==> src/rtl/uart_irq_pkg.sv <==
package uart_irq_pkg;
   typedef enum logic [3:0] {
      IID_MODEM   = 4'h0,
      IID_NONE    = 4'h1,
      IID_TXEMPTY = 4'h2,
      IID_RXDATA  = 4'h4,
      IID_LINE    = 4'h6,
      IID_RXTMO   = 4'hC
   } iid_e;

   localparam logic [1:0] IIR_FIFO_MARK = 2'b11;
   localparam int         NUM_SRC       = 5;

   // index of each source in the request vector; lower index is more urgent
   localparam int SRC_LINE    = 0;
   localparam int SRC_RXDATA  = 1;
   localparam int SRC_RXTMO   = 2;
   localparam int SRC_TXEMPTY = 3;
   localparam int SRC_MODEM   = 4;
endpackage

==> src/rtl/irq_src_latch.sv <==
module irq_src_latch (
   input  logic clk,
   input  logic rst_n,
   input  logic ls_evt,
   input  logic ls_clr,
   input  logic thr_empty,
   input  logic tx_arm,
   input  logic tx_ack,
   input  logic thr_wr,
   output logic ls_pend,
   output logic tx_pend
);
   logic empty_q;
   logic tx_set;

   assign tx_set = (thr_empty & ~empty_q) | tx_arm;

   always_ff @(posedge clk) begin
      if (!rst_n) begin
         ls_pend <= 1'b0;
         tx_pend <= 1'b0;
         empty_q <= 1'b0;
      end else begin
         empty_q <= thr_empty;
         if (ls_evt)      ls_pend <= 1'b1;
         else if (ls_clr) ls_pend <= 1'b0;
         if (tx_set)                tx_pend <= 1'b1;
         else if (tx_ack || thr_wr) tx_pend <= 1'b0;
      end
   end
endmodule

==> src/rtl/irq_char_timer.sv <==
module irq_char_timer #(
   parameter int LVL_W    = 5,
   parameter int TO_TICKS = 40
) (
   input  logic             clk,
   input  logic             rst_n,
   input  logic [LVL_W-1:0] rx_level,
   input  logic [LVL_W-1:0] rx_trig,
   input  logic             rx_push,
   input  logic             rbr_rd,
   input  logic             baud_tick,
   output logic             tmo_pend
);
   localparam int TO_W = $clog2(TO_TICKS + 1);
   localparam logic [TO_W-1:0] LIMIT = TO_W'(TO_TICKS);

   logic [TO_W-1:0] cnt;
   logic            restart;
   logic            full;

   assign restart = rx_push | rbr_rd | (rx_level == '0);
   assign full    = (cnt == LIMIT);

   always_ff @(posedge clk) begin
      if (!rst_n)                cnt <= '0;
      else if (restart)          cnt <= '0;
      else if (baud_tick && !full) cnt <= cnt + 1'b1;
   end

   assign tmo_pend = full & (rx_level < rx_trig);
endmodule

==> src/rtl/irq_prio_enc.sv <==
module irq_prio_enc
   import uart_irq_pkg::*;
(
   input  logic [NUM_SRC-1:0] req,
   output iid_e               iid,
   output logic               any
);
   always_comb begin
      if      (req[SRC_LINE])    iid = IID_LINE;
      else if (req[SRC_RXDATA])  iid = IID_RXDATA;
      else if (req[SRC_RXTMO])   iid = IID_RXTMO;
      else if (req[SRC_TXEMPTY]) iid = IID_TXEMPTY;
      else if (req[SRC_MODEM])   iid = IID_MODEM;
      else                       iid = IID_NONE;
   end

   assign any = |req;
endmodule

==> src/rtl/uart_irq_ident.sv <==
module uart_irq_ident
   import uart_irq_pkg::*;
#(
   parameter int LVL_W     = 5,
   parameter int CHAR_BITS = 10,
   parameter int TO_CHARS  = 4,
   parameter bit MODEM_EN  = 1'b1
) (
   input  logic             clk,
   input  logic             rst_n,
   input  logic             ier_we,
   input  logic [3:0]       ier_din,
   output logic [3:0]       ier_q,
   input  logic             iir_rd,
   output logic [7:0]       iir_q,
   output logic             irq,
   input  logic             lsr_rd,
   input  logic             rbr_rd,
   input  logic             thr_wr,
   input  logic             ls_err_evt,
   input  logic             rx_push,
   input  logic [LVL_W-1:0] rx_level,
   input  logic [LVL_W-1:0] rx_trig,
   input  logic             baud_tick,
   input  logic             thr_empty,
   input  logic             msr_change
);
   localparam int TO_TICKS = TO_CHARS * CHAR_BITS;

   initial begin : chk_params
      if (LVL_W < 2 || LVL_W > 8)          $error("LVL_W out of range");
      if (CHAR_BITS < 7 || CHAR_BITS > 12) $error("CHAR_BITS out of range");
      if (TO_CHARS < 1 || TO_CHARS > 16)   $error("TO_CHARS out of range");
   end

   logic [2:0]         ier_lo;
   logic               ier_ms;
   logic               ls_pend, tx_pend, tmo_pend, rda_pend, ms_pend;
   logic               tx_arm, tx_ack;
   logic [NUM_SRC-1:0] req;
   iid_e               iid;
   logic               any;

   always_ff @(posedge clk) begin
      if (!rst_n)      ier_lo <= '0;
      else if (ier_we) ier_lo <= ier_din[2:0];
   end

   generate
      if (MODEM_EN) begin : g_modem
         always_ff @(posedge clk) begin
            if (!rst_n)      ier_ms <= 1'b0;
            else if (ier_we) ier_ms <= ier_din[3];
         end
         assign ms_pend = msr_change;
      end else begin : g_no_modem
         assign ier_ms  = 1'b0;
         assign ms_pend = 1'b0;
      end
   endgenerate

   assign ier_q  = {ier_ms, ier_lo};
   assign tx_arm = ier_we & ier_din[1] & ~ier_lo[1] & thr_empty;
   assign tx_ack = iir_rd & (iid == IID_TXEMPTY);

   irq_src_latch u_src (
      .clk       (clk),
      .rst_n     (rst_n),
      .ls_evt    (ls_err_evt),
      .ls_clr    (lsr_rd),
      .thr_empty (thr_empty),
      .tx_arm    (tx_arm),
      .tx_ack    (tx_ack),
      .thr_wr    (thr_wr),
      .ls_pend   (ls_pend),
      .tx_pend   (tx_pend)
   );

   irq_char_timer #(.LVL_W(LVL_W), .TO_TICKS(TO_TICKS)) u_tmr (
      .clk       (clk),
      .rst_n     (rst_n),
      .rx_level  (rx_level),
      .rx_trig   (rx_trig),
      .rx_push   (rx_push),
      .rbr_rd    (rbr_rd),
      .baud_tick (baud_tick),
      .tmo_pend  (tmo_pend)
   );

   assign rda_pend = (rx_level != '0) && (rx_level >= rx_trig);

   assign req[SRC_LINE]    = ls_pend  & ier_lo[2];
   assign req[SRC_RXDATA]  = rda_pend & ier_lo[0];
   assign req[SRC_RXTMO]   = tmo_pend & ier_lo[0];
   assign req[SRC_TXEMPTY] = tx_pend  & ier_lo[1];
   assign req[SRC_MODEM]   = ms_pend  & ier_ms;

   irq_prio_enc u_enc (
      .req (req),
      .iid (iid),
      .any (any)
   );

   assign irq   = any;
   assign iir_q = {IIR_FIFO_MARK, 2'b00, iid};
endmodule

==> config.mk <==
export PLATFORM = sky130hd
export DESIGN_NAME = uart_irq_ident
export DESIGN_NICKNAME = d
export VERILOG_FILES = /design/src/rtl/uart_irq_pkg.sv /design/src/rtl/irq_src_latch.sv /design/src/rtl/irq_char_timer.sv /design/src/rtl/irq_prio_enc.sv /design/src/rtl/uart_irq_ident.sv
export SDC_FILE = /design/constraint.sdc
export NUM_CORES = 1
export LEC_CHECK = 0
export ABC_AREA = 0
export CAP_MARGIN = 15
export CORE_ASPECT_RATIO = 0.75
export CORE_MARGIN = 5
export CORE_UTILIZATION = 30
export CTS_CLUSTER_SIZE = 30
export DETAILED_ROUTE_END_ITERATION = 12
export DONT_BUFFER_PORTS = 1
export SLEW_MARGIN = 20
export SYNTH_ARGS = -nofsm -noshare
export SYNTH_HDL_FRONTEND = slang
export SYNTH_SLANG_ARGS = --single-unit
==> constraint.sdc <==
create_clock -name clk -period 2.2 [get_ports clk]
set_clock_uncertainty 0.1 [all_clocks]
set_input_delay 0.55 -clock clk [delete_from_list [all_inputs] [get_ports clk]]
set_output_delay 0.55 -clock clk [all_outputs]
set_load 0.03 [all_outputs]
==> flow_summary.ini, run 1 <==
[placed_design]
globalplace.congestion = 0.729
port-buffer-count = 0
dpl.hpwl_um = 1590
place_area_um2 = 1020
place_ws_ps = -186

[critical_path]
required_ps = 1550
crit_fanout = 6
crit_arrival_ps = 1710
criticalPathCategory = in2out
reg2regPathDepth = 7
end_kind = output pin
worst_setup_path_start_kind = primary input

[synth]
syn-instance-count = 94
yosysTopAreaCell = dfxtp_1
avgSynthCellArea_um2 = 8.89
synth_edf_count = 0
synth.area.top_cells = dfxtp_1 31%, ha_1 10%, mux2i_1 6.0%
synth.distinct_cells = 33
yosys_warnings = 0
synth.most_common_cell = dfxtp_1
synth_ff_type = dfxtp_1
netlist_area_um2 = 836
synth.top_cell.area_share_pct = 31.1
synth_common_cells = 13 x dfxtp_1, 8 x inv_1, 8 x nor2_1
async_flop_share_pct = 0
ys_seq_area_share_pct = 31.1
ys_seq_elements = 13

[clocking]
clock-sinks = 13
cts-root-buf = clkbuf_8
clkLatencyLatePin_ps = 240
cts_hold_buffers = 0
tritoncts = done
clk_pin_slew_ps = 50
numCtsBuffers = 3
clock_path_buffers = 2
htree_num_levels = 1

[grt]
grt_pass1_wl_um = 3180
grt_max_degree = 9
antenna_found_initial = 0
grt_pass1_vias = 691
track_usage_pct = 10.0
grt.overflow.total = 0

[detailed_routing]
wl_per_cell_um = 13.1
dr.pass1.iters = 4
antenna_left = 0
drc = 0
via_count = 685
first_iter_violations = 22
wirelength_um = 1870
via_per_inst = 4.79

[floorplan]
start_util_pct = 31.6
die_h_um = 55.7
dieArea_um2 = 3950
core-area_um2 = 2640
rows = 16
io_pins = 39
die_x_um = 71.0

[hold_path]
hold_depth = 1
hp-class = in2reg

[status]
status = complete, but fails checks
violations = negative setup slack

[sta]
finalCriticalPeriod_ps = 2360
layout_setup_ws_ps = -160
period_share_pct = 107
drv_slew = 0
fmax_mhz = 424
hold_viol_final = 0
grt_setup_unrepaired = yes
finalSetupTns_ps = -646
setup_viol = 5

[layout]
fill_cells = 279
final_util_pct = 43.2
insertedDiodeCount = 0
area_delta_synth_final_pct = 36.5
final_area_um2 = 1140
drive_above_1_share_pct = 36.4
fin_nets = 141

[run]
maxCapViolCount = 0

[power_and_ir_drop]
leakagePower_uw = 0.000433
finalPower_uw = 591
ir_worst_vdd_uv = 475
powerDensity_nw_per_um2 = 518
worst max-delay path, cell delays in order:
cell and delay [ps]:
inv_8 10, ha_4 250, nand4_1 180, o221ai_2 200, nand3_2 170, nor3b_4 200
buf_12 140
what timing repair did:
action | 4_1_cts | 5_1_grt
setup buffers | 0 | 4
gates resized for setup | 8 | 5
endpoints found under the setup margin | 5 | 5
pin swaps | 5 | 7
state kept, by name, indices dropped and copies added, names as in the netlist:
| name | flops |
|---|---|
| ier_ms | 1 |
| ier_lo | 3 |
| u_src.tx_pend | 1 |
| u_tmr.cnt | 6 |
| u_src.empty_q | 1 |
| u_src.ls_pend | 1 |
cell usage in the layout, fill, tap and decap left out, drive strengths merged:
cell type and count:
nor2 9, nor3b 1, nand4 4, inv 8, o211ai 1, a31oi 2
nand2 4, mux2i 5, nor2b 6, nor4 1, nand3b 1, a22oi 1
a21boi 1, and2 2, xor2 3, o21ai 1, nand3 4, nor3 1
o2111ai 1, ha 7, buf 13, a21oi 2, nand4b 1, conb 4
dfxtp 13, o21a 2, xnor2 2, o221ai 1, clkbuf 4, and4 1
a41o 1
area by class of cell:
type | count | area [um2] | area share [%]
inverters | 8 | 45.0 | 3.95
repair buffers | 13 | 118 | 10.3
flip-flops and latches | 13 | 262 | 22.9
multi-input cells | 69 | 627 | 54.9
clock buffers | 4 | 45.0 | 3.95
well taps | 36 | 45.0 | 3.95
cell families (layout without fill, tap and decap cells):
family,after synthesis,in the layout,share of synthesized area [%]
buf+inv,14,25,8.68
flops,13,13,31.1
simple gates,35,35,25.3
fa+ha+maj,7,7,10.5
other cells,2,4,0.899
mux,5,5,5.99
xor+xnor,5,5,5.24
compound gates,13,13,12.3
routing by layer:
metal,share of wire (%),up-vias,track usage (%)
met5,0,-,0
met1,42,311,11.8
met3,9.0,4,4.87
met4,1.2,0,4.02
met2,47,23,15.5
li1,-,347,-
stage by stage:
step                      cells  hold WS (ps)
after CTS                   139           325
after floorplan              96           407
after global placement      135           446
final                       143           330
after detailed placement    135           454
after global routing        143           322
final timing paths:
kind	from	end	slack, ps
worst min register to register	u_tmr.cnt[1]	u_tmr.cnt[1]	440
worst max-delay path	rx_trig[2]	iir_q[3]	-160
worst max register to register	u_tmr.cnt[0]	u_tmr.cnt[1]	730
worst min-delay path	rst_n	u_src.ls_pend	330
where the power goes:
group,internal [uW],switching [uW],leakage [uW],total [uW]
clock,128,80.6,0.0000228,208
sequential,245,12.3,0.000107,257
combinational,58.4,67.5,0.000303,126
total,431,160,0.000433,591
Power figures use the tool's default switching activity.
==> inputs of run 2 (changes only) <==
Settings changed: REMOVE_ABC_BUFFERS from default to 1.
==> flow_summary.ini, run 2 (synthesis results as in run 1) <==
[status]
status = complete, but fails checks
violations = negative setup slack

[hold_path]
min-delay-start = rst_n
hold_path_end = u_src.ls_pend
hold_depth = 1
hp-class = in2reg

[sta]
finalCriticalPeriod_ps = 2370
period_share_pct = 108
drv_slew = 0
hold_viol_final = 0
fmax_mhz = 422
layout_setup_ws_ps = -167
setup_viol = 5
grt_setup_unrepaired = yes

[run]
maxCapViolCount = 0

[power_and_ir_drop]
powerDensity_nw_per_um2 = 536
leakagePower_uw = 0.000421
ir_worst_vdd_uv = 319

[critical_path]
crit_arrival_ps = 1720
end_kind = output pin
crit_chain = inv_8 -> ha_4 -> nand4_1 -> o221ai_2 -> nand3_2 -> nor3b_2 -> buf_4
reg2regPathDepth = 7
ff2ff_setup_slack_ps = 690
required_ps = 1550
criticalPathCategory = in2out
timing.rr.end = u_src.tx_pend
slowest_delay_ps = 250
crit_fanout = 6
r2r-start = u_tmr.cnt[0]
worst_setup_path_start_kind = primary input
cpMaxStageDelayCell = ha_4

[detailed_routing]
dr.pass1.iters = 4
wl_per_cell_um = 13.5
met1_length_um = 849
via_per_inst = 4.70
dr_wl_met3_um = 119
wirelength_um = 1910
antenna_left = 0
first_iter_violations = 6
drc = 0
via_count = 662
routed.top_layer = met4
dr_wl_met2_um = 897

[floorplan]
start_util_pct = 31.6
rows = 16
dieArea_um2 = 3950
die_h_um = 55.7
io_pins = 39
core-area_um2 = 2640
die_x_um = 71.0

[layout]
largest_reg_flops = 6
largestRegisters = u_tmr.cnt x6, ier_lo x3
final_util_pct = 41.8
multi_input_area_um2 = 611
final_area_um2 = 1100
largest_register = u_tmr.cnt
final_cell_mix = 13 x dfxtp_1, 9 x buf_4, 8 x nor2_1
area_delta_synth_final_pct = 32.0
fill_cells = 258
fin_nets = 139
insertedDiodeCount = 0
final-seq-area_um2 = 260
drive_above_1_share_pct = 33.3
stdcell_count = 141
layout_commonest_cell = dfxtp_1

[placed_design]
globalplace.congestion = 0.801
dpl.hpwl_um = 1510
port-buffer-count = 0
place_area_um2 = 921
dp_cells = 136

[clocking]
clock_path_buffers = 2
clk_pin_slew_ps = 50
htree_num_levels = 1
cts_hold_buffers = 0
numCtsBuffers = 3
clock-sinks = 13
tritoncts = done
cts-root-buf = clkbuf_8
clkLatencyLatePin_ps = 240

[grt]
grt.overflow.total = 0
antenna_found_initial = 0
grt_max_degree = 9
grt_pass1_vias = 681
track_usage_pct = 9.96
grt_pass1_wl_um = 3220
[run 2: cell types whose count changed in the layout (fill, tap and decap cells not counted), sizes merged]
cell,before,now
buf,13,11
[run 2: worst max path at each step]
stage	startpoint	end	slack [ps]	cells after the start
floorplan	rx_trig[4]	iir_q[3]	-590	6
global placement	rx_trig[4]	iir_q[3]	-220	7
detailed placement	rx_trig[4]	iir_q[3]	-290	7
CTS	rx_trig[2]	iir_q[3]	-150	7
global route	rx_trig[4]	iir_q[3]	-220	7
finish	rx_trig[2]	iir_q[3]	-170	7
[run 2: layer usage]
layer	track usage [%]	up-vias
li1	-	339
met1	12.0	298
met2	16.5	21
met3	1.81	4
met4	5.63	0
met5	0	-
[run 2: area by class of cell]
type                            instances  share of cell area, %
Clock buffer                            4                   4.08
Multi-Input combinational cell         69                   55.3
Inverter                                8                   4.76
Timing Repair Buffer                   11                   8.16
Tap cell                               36                   4.08
Sequential cell                        13                   23.6
[run 2: worst max-delay path, delay by kind of cell]
family	cells	cell delay [ps]
AOI/OAI and AO/OA	1	200
adders and majority gates	1	250
buffers and inverters	2	180
and+or+nand+nor	3	540
[run 2: where the power goes]
part           internal (uW)  switching, uW
Clock                    128           82.6
Combinational           57.6           69.7
Sequential               244           9.84
Total                    430            162
[run 2: timing repair]
| item | CTS | global route |
|---|---|---|
| pin swaps | 11 | 3 |
| setup endpoints to repair | 5 | 5 |
| resized for setup | 27 | 3 |
| setup buffers | 1 | 0 |
[run 2: per-stage QoR]
step	setup WS, ps	hold slack, ps	setup TNS [ps]	total power, uW
floorplan	-587	414	-1060	334
global placement	-223	433	-886	357
detailed placement	-286	441	-1180	359
CTS	-145	323	-530	595
global route	-221	322	-918	621
finish	-167	329	-643	592
==> inputs of run 3 (changes only) <==
Settings changed: BUFFER_PORTS_ARGS from default to -buffer_cell sky130_fd_sc_hd__buf_4, DONT_BUFFER_PORTS 1 to default.
==> flow_summary.ini, run 3 (synthesis results as in run 1) <==
[grt]
grt_max_degree = 9
antenna_found_initial = 0
grt_pass1_vias = 843
track_usage_pct = 11.8
grt_pass1_wl_um = 3730
grt.overflow.total = 0

[clocking]
cts-root-buf = clkbuf_8
clkLatencyLatePin_ps = 240
tritoncts = done
htree_num_levels = 1
numCtsBuffers = 3
cts_hold_buffers = 0
clock_path_buffers = 2
clk_pin_slew_ps = 60
clock-sinks = 13

[power_and_ir_drop]
seqPwrFrac_pct = 38.8
switching_share_pct = 28.5
p_sw_uw = 185
powerDensity_nw_per_um2 = 492
clkPwrFrac_pct = 33.5
p_comb_share_pct = 27.7
p_int_uw = 465
finalPower_uw = 650
leakagePower_uw = 0.000570
ir_worst_vdd_uv = 273

[layout]
final_cell_mix = 29 x buf_4, 13 x dfxtp_1, 10 x buf_6
fin_nets = 168
final_util_pct = 50.0
largest_register = u_tmr.cnt
largestRegisters = u_tmr.cnt x6, ier_lo x3
insertedDiodeCount = 0
largest_reg_flops = 6
drive_above_1_share_pct = 45.5
layout_commonest_cell = buf_4
area_delta_synth_final_pct = 58.1

[critical_path]
worst_setup_path_start_kind = primary input
end_kind = output pin
crit_fanout = 4
reg2regPathDepth = 6
crit_arrival_ps = 1820
criticalPathCategory = in2out
required_ps = 1550

[sta]
grt_setup_unrepaired = yes
drv_slew = 0
finalCriticalPeriod_ps = 2470
period_share_pct = 112
hold_viol_final = 0
fmax_mhz = 405
setup_viol = 5
layout_setup_ws_ps = -269

[floorplan]
dieArea_um2 = 3950
start_util_pct = 31.6
core-area_um2 = 2640
die_x_um = 71.0
die_h_um = 55.7
io_pins = 39
rows = 16

[hold_path]
hp-class = in2reg
hold_depth = 2

[placed_design]
globalplace.congestion = 0.791
dpl.hpwl_um = 1640
port-buffer-count = 34

[detailed_routing]
wirelength_um = 2200
via_count = 797
via_per_inst = 4.69
first_iter_violations = 15
antenna_left = 0
wl_per_cell_um = 12.9
drc = 0
dr.pass1.iters = 3

[status]
status = complete, but fails checks
violations = negative setup slack

[run]
maxCapViolCount = 0
## run 3: final timing paths
path,start,endpoint,slack (ps)
worst max-delay path,rx_trig[1],iir_q[1],-270
worst max register to register,u_tmr.cnt[0],u_tmr.cnt[1],760
worst min-delay path,ls_err_evt,u_src.ls_pend,410
worst min register to register,ier_lo[2],ier_lo[2],450
## run 3: what timing repair did
action / in CTS / in global routing
gates resized for setup: 22 / 5
endpoints found under the setup margin: 5 / 5
buffers inserted: 1 / 0
pin swaps: 8 / 0
## run 3: power by group through the flow
| stage | registers, uW | logic (uW) | clock network (uW) |
|---|---|---|---|
| 2_1_floorplan | 264 | 69.8 | 0 |
| 3_3_place_gp | 257 | 147 | 0 |
| 3_5_place_dp | 258 | 149 | 0 |
| 4_1_cts | 253 | 175 | 220 |
| 5_1_grt | 254 | 194 | 240 |
| 6_report | 253 | 180 | 218 |
## run 3: layout make-up
class,instances,area [um2]
clock buffers,4,45.0
well taps,36,45.0
repair buffers,40,345
multi-input cells,69,591
fillers,268,1320
flip-flops and latches,13,260
inverters,8,35.0
## run 3: stage by stage
step / TNS (ps) / area [um2] / hold WS [ps] / setup slack (ps) / cells
after floorplan: -1060 / 801 / 414 / -587 / 90
after global placement: -1710 / 1140 / 438 / -381 / 165
after detailed placement: -1830 / 1140 / 446 / -419 / 165
after CTS: -1180 / 1310 / 410 / -256 / 170
after global routing: -1610 / 1320 / 411 / -331 / 170
final: -1190 / 1320 / 413 / -269 / 170
## run 3: critical path, stage by stage
cell	delay, ps
buf_4	80
inv_2	30
ha_4	240
nand4_1	180
o221ai_2	190
nand3_2	130
a41o_1	270
buf_6	140
## run 3: per-layer routing
metal,wire length [um],global-route usage (%)
met5,0,0
met4,62,6.70
met3,103,2.71
met2,1140,21.5
met1,895,12.2
